File: src/rtl/bus_word_validator.sv
module bus_word_validator #(
  parameter int SPB      = 16,
  parameter int DBITS    = 16,
  parameter int GAP_BITS = 2
) (
  input  logic             clk,
  input  logic             rst_n,
  input  logic [1:0]       line_hi,
  input  logic [1:0]       line_lo,
  input  logic             ctrl_mode,
  input  logic             host_bus_sel,
  output logic [DBITS-1:0] word_data,
  output logic             word_is_cmd,
  output logic             word_bus,
  output logic             word_valid,
  output logic             word_strobe,
  output logic             resp_bus
);
  localparam int SYNC_LEN  = 3 * SPB;
  localparam int SYNC_HALF = SYNC_LEN / 2;
  localparam int WORD_LEN  = SYNC_LEN + (DBITS + 1) * SPB;
  localparam int GAP_LIMIT = GAP_BITS * SPB;
  localparam int CW        = $clog2(WORD_LEN);
  localparam int GW        = $clog2(GAP_LIMIT + 1);

  localparam logic [CW-1:0] SYNC_LEN_C  = CW'(SYNC_LEN);
  localparam logic [CW-1:0] SYNC_HALF_C = CW'(SYNC_HALF);
  localparam logic [CW-1:0] LAST_C      = CW'(WORD_LEN - 1);
  localparam logic [CW-1:0] SPB_C       = CW'(SPB);
  localparam logic [CW-1:0] PT1_C       = CW'(SPB / 4);
  localparam logic [CW-1:0] PT2_C       = CW'(SPB / 2 + SPB / 4);
  localparam logic [GW-1:0] GAP_C       = GW'(GAP_LIMIT);

  logic [1:0]       done_v, ok_v, first_v, run_v;
  logic [DBITS-1:0] data_a [2];
  logic             last_cmd_bus;

  for (genvar c = 0; c < 2; c++) begin : g_ch
    logic             act, lvl;
    logic             run, first, err, contig, mopen, half1, bad;
    logic [CW-1:0]    cnt, rel, pos;
    logic [GW-1:0]    gap;
    logic [DBITS:0]   sh;

    assign act = line_hi[c] ^ line_lo[c];
    assign lvl = line_hi[c];
    assign rel = cnt - SYNC_LEN_C;
    assign pos = rel % SPB_C;

    always_comb begin
      bad = !act;
      if (cnt < SYNC_HALF_C)     bad = bad | (lvl != first);
      else if (cnt < SYNC_LEN_C) bad = bad | (lvl == first);
      else if (pos == PT2_C)     bad = bad | (lvl == half1);
    end

    assign done_v[c]  = run && (cnt == LAST_C);
    assign ok_v[c]    = !err && !bad && (^sh) && (first || contig);
    assign first_v[c] = first;
    assign run_v[c]   = run;
    assign data_a[c]  = sh[DBITS:1];

    always_ff @(posedge clk) begin
      if (!rst_n) begin
        run <= 1'b0; cnt <= '0; first <= 1'b0; err <= 1'b0;
        contig <= 1'b0; mopen <= 1'b0; half1 <= 1'b0;
        gap <= GAP_C; sh <= '0;
      end else if (!run) begin
        if (act) begin
          run    <= 1'b1;
          cnt    <= CW'(1);
          first  <= lvl;
          err    <= 1'b0;
          contig <= mopen && (gap < GAP_C);
        end else if (gap < GAP_C) begin
          gap <= gap + GW'(1);
        end
      end else begin
        cnt <= cnt + CW'(1);
        if (bad) err <= 1'b1;
        if (cnt >= SYNC_LEN_C && pos == PT1_C) begin
          half1 <= lvl;
          sh    <= {sh[DBITS-1:0], lvl};
        end
        if (done_v[c]) begin
          run   <= 1'b0;
          gap   <= '0;
          mopen <= ok_v[c];
        end
      end
    end
  end

  logic sel;
  assign sel = !done_v[0];

  always_ff @(posedge clk) begin
    if (!rst_n) begin
      word_data <= '0; word_is_cmd <= 1'b0; word_bus <= 1'b0;
      word_valid <= 1'b0; word_strobe <= 1'b0; last_cmd_bus <= 1'b0;
    end else begin
      word_strobe <= |done_v;
      if (|done_v) begin
        word_data   <= data_a[sel];
        word_is_cmd <= first_v[sel];
        word_bus    <= sel;
        word_valid  <= ok_v[sel];
        if (ok_v[sel] && first_v[sel]) last_cmd_bus <= sel;
      end
    end
  end

  assign resp_bus = ctrl_mode ? host_bus_sel : last_cmd_bus;

  assert_strobe_single_R6: assert property (@(posedge clk) disable iff (!rst_n)
    word_strobe |=> !word_strobe);
  assert_strobe_from_run_R6: assert property (@(posedge clk) disable iff (!rst_n)
    word_strobe |-> $past(|run_v));
  assert_resp_hold_R8: assert property (@(posedge clk) disable iff (!rst_n)
    (!ctrl_mode && $past(!ctrl_mode) && !(word_strobe && word_valid && word_is_cmd))
      |-> $stable(resp_bus));
  assert_resp_cmd_R8: assert property (@(posedge clk) disable iff (!rst_n)
    (!ctrl_mode && word_strobe && word_valid && word_is_cmd) |-> resp_bus == word_bus);
  assert_bad_word_no_track_R8: assert property (@(posedge clk) disable iff (!rst_n)
    (word_strobe && !word_valid) |-> $stable(last_cmd_bus));
endmodule

File: config.mk
export PLATFORM = sky130hd
export DESIGN_NAME = bus_word_validator
export DESIGN_NICKNAME = d
export VERILOG_FILES = /design/src/rtl/bus_word_validator.sv
export SDC_FILE = /design/constraint.sdc
export NUM_CORES = 1
export LEC_CHECK = 0
export BUFFER_PORTS_ARGS = -buffer_cell sky130_fd_sc_hd__buf_2
export CORE_UTILIZATION = 40
export CTS_CLUSTER_DIAMETER = 30
export DETAILED_ROUTE_END_ITERATION = 10
export GPL_ROUTABILITY_DRIVEN = 0
export SYNTH_ARGS = -nofsm -noshare
export SYNTH_HDL_FRONTEND = slang
export SYNTH_SLANG_ARGS = --single-unit
File: constraint.sdc
create_clock -name clk -period 3.55 [get_ports clk]
set_clock_uncertainty 0.1 [all_clocks]
set_input_delay 0.5325 -clock clk [delete_from_list [all_inputs] [get_ports clk]]
set_output_delay 0.5325 -clock clk [all_outputs]
set_load 0.02 [all_outputs]
==> impl_results.md <==
* Outcome: completed
* WP data arrival at 2860 ps
* Pre-Repair DR Iteration Count at 4
* Final slew viol count at 0
* Setup Fix Bufs, Post-CTS at 0
* Global-route wire length before repair at 15300 um
* Clock Sinks at 95
* Crit share post-route at 76.0%
* WL/cell at 13.9 um
* CP peak stage delay at 790 ps
* Inserted Diodes at 0
* HPWL Detailed at 6290 um
* Clk_lat worst skew at 350 ps
* Sequential share of the synthesized area at 44.1%
* Worst-path fanout max at 23
* Final setup TNS at 0 ps
* Pre-CTS WS at 914 ps
* Net Switching at 446 uW
* Total gr overflow at 0
* Initial antenna violation count at 0
* Nets@finish at 529
* Vias post-DR at 3372
* Synth Instances at 497
* Largest net degree at the start of global routing at 41
* PwrDens at 389 mW/mm^2
* Worst Path Buf+Inv at 0
* Syn Std Cell Area at 0.00431 mm^2
* Setup Viol. Count Final at 0
* Most common cell after layout, fill and taps aside: nor2_1
* Startpoint Class: flip-flop
* Crit-path cells: nand2_1 -> nor3_1 -> and3_1 -> nor2_1 -> nor2_1 -> a31oi_1 -> o21ai_0
* Highest clock rate at 0.370 GHz
* Clock Tree Root: clkbuf_8
* Maxcap violations at 0
* CTS tree: built
* CP dominant cell by count: nor2_1
* Post-Synth XOR/XNOR Area at 9.78%
* P_int at 1.40 mW
* Pin slew with the least headroom to its limit at 864 ps
* Clk pwr share at 36.1%
* Initial Utilization at 41.6%
* Crit end category: flip-flop
* Net Sw Frac at 24.2%
* Mean Syn Cell Area at 8.67 um^2
* Initial detailed-routing violation count at 236
* Final worst slack at 851 ps
* # H-tree levels at 3
* Sequential Power Share at 59.3%
* Area fraction in compound gates after synthesis at 10.4%
* Die Y at 106 um
* PortBufs at 28
* # rows at 37
* CTS-repair resized insts at 0
* Leakage at 1.75 nW
* GR Util All Layers at 17.2%
* Combinational family with the most area after synthesis: simple AND/OR/NAND/NOR gates
* Synth async-reset ratio at 0%
* Relative slew slack at 42.4%
* Detailed-route wire length at 9100 um
* Synth Warn # at 0
* Layout cells sized above 1 at 12.3%
* Area grow syn2layout at 10.1%
* Post-CTS Hold Fix Bufs at 0
* Worst-path clk slew at 90 ps
* Final ANT Viol Nets at 0
* Post-synthesis simple-gate area fraction at 20.0%
* Via count of the first global-routing pass at 3156
* IO Pins at 29
* Comb power frac at 4.6%
* Die width at 106 um
* Yosys reg bits at 95
* Remaining DRCs at 0
* Unrepaired setup endpoints after global routing: false
* CP max-delay cell: and3_1
* Post-synthesis mux area share at 10.2%
* Net Count, Synth at 511
* Final min period at 2700 ps
* Most frequent cells in the layout: nor2_1 (96), dfxtp_1 (95), nand2_1 (62), mux2i_1 (37), xnor2_1 (30)
* CTS Buf Count at 9
* Maximum root-to-sink buffer count at 2
* Die area at 0.0112 mm^2
* Worst hold-check path type: reg2reg
* Maximum vdd drop at 0.233 mV
* Number of flops mapped to enable cells by yosys at 0
* Core Footprint at 0.0104 mm^2
* CP delay by family, top: simple AND/OR/NAND/NOR gates
* WS Path Type: reg2reg
* Dominant synthesized flop cell: dfxtp_1
* Post-synthesis cell type count at 44
* Synth Area in Adders at 1.74%
* Crit path required time at 3720 ps
* Fin. Hold Viols at 0
* Vias per cell at 5.14
[tightest hold or removal path, delay by kind of cell, from the launching register on]
family / cells / cell delay (ps)
flops: 1 / 320
simple gates: 1 / 50
compound gates: 1 / 50
[registers in the layout (all words and copies together), names as in the netlist]
name	count
g_ch.run	2
word_data	16
g_ch.gap	12
g_ch.err	2
word_strobe	1
word_is_cmd	1
g_ch.first	2
last_cmd_bus	1
word_bus	1
word_valid	1
g_ch.contig	2
g_ch.mopen	2
g_ch.sh	34
g_ch.cnt	18
[logic make-up (layout without fill, tap and decap cells)]
group | count (synthesis) | in the layout
DFF | 95 | 95
adders and majority gates | 6 | 6
AOI/OAI and AO/OA | 66 | 66
buffers and inverters | 40 | 63
xor gates and xnor gates | 45 | 45
muxes | 43 | 43
and+or+nand+nor | 202 | 202
[synthesized netlist by cell type, types with 2 or more instances]
cell,instances,area (um^2)
nand2_1,62,233
nor4_1,2,12.5
mux2_2,6,67.6
nand4_1,7,43.8
buf_2,8,40.0
xor2_1,13,114
ha_1,6,75.1
nor3b_1,2,15.0
nor2_1,96,360
a211oi_1,3,22.5
xnor2_1,30,263
nand2b_1,3,18.8
mux2i_1,37,370
a21oi_1,20,100
clkbuf_1,18,67.6
a22oi_1,3,22.5
or2_2,4,25.0
and3_1,3,18.8
nor3_1,6,30.0
dfxtp_1,95,1900
a31oi_1,3,18.8
nand3_1,11,55.1
inv_1,12,45.0
a311oi_1,18,158
o21ai_0,9,45.0
xnor3_1,2,45.0
[through the flow]
step	area (um^2)	utilization [%]	instances	total power, mW	hold WS (ps)
after floorplan	4310	-	497	1.18	327
after global placement	4560	44.0	640	1.20	335
after detailed placement	4560	44.0	640	1.20	354
after CTS	4740	45.8	656	1.87	366
after global routing	4740	45.8	656	1.94	395
final	4740	45.8	656	1.84	360
[layer usage]
layer	GRT usage (%)	share of wire [%]	up-vias
li1	-	-	1716
met1	23.0	48	1607
met2	28.0	48	43
met3	2.23	2.5	6
met4	6.94	1.1	0
met5	0	0	-
[worst paths after layout]
kind                       from              to  slack, ps  cells after the start
setup / recovery    g_ch[1].run  g_ch[1].gap[5]        850                      7
hold / removal    g_ch[0].mopen   g_ch[0].mopen        360                      2
setup reg to reg    g_ch[1].run  g_ch[1].gap[5]        850                      7
hold reg to reg   g_ch[0].mopen   g_ch[0].mopen        360                      2
[power by group through the flow]
stage,combinational [mW],sequential (mW),clock [mW]
2_1_floorplan,0.0680,1.11,0
3_3_place_gp,0.0832,1.12,0
3_5_place_dp,0.0857,1.12,0
4_1_cts,0.0862,1.09,0.690
5_1_grt,0.0966,1.10,0.745
6_report,0.0854,1.09,0.666
[layout make-up]
| class | count | area [um^2] |
|---|---|---|
| Clock buffer | 12 | 155 |
| Sequential cell | 95 | 1900 |
| Tap cell | 136 | 170 |
| Inverter | 13 | 48.8 |
| Clock inverter | 4 | 30.0 |
| Multi-Input combinational cell | 362 | 2250 |
| Fill cell | 1072 | 5630 |
| Timing Repair Buffer | 34 | 185 |
Power figures use the tool's default switching activity.
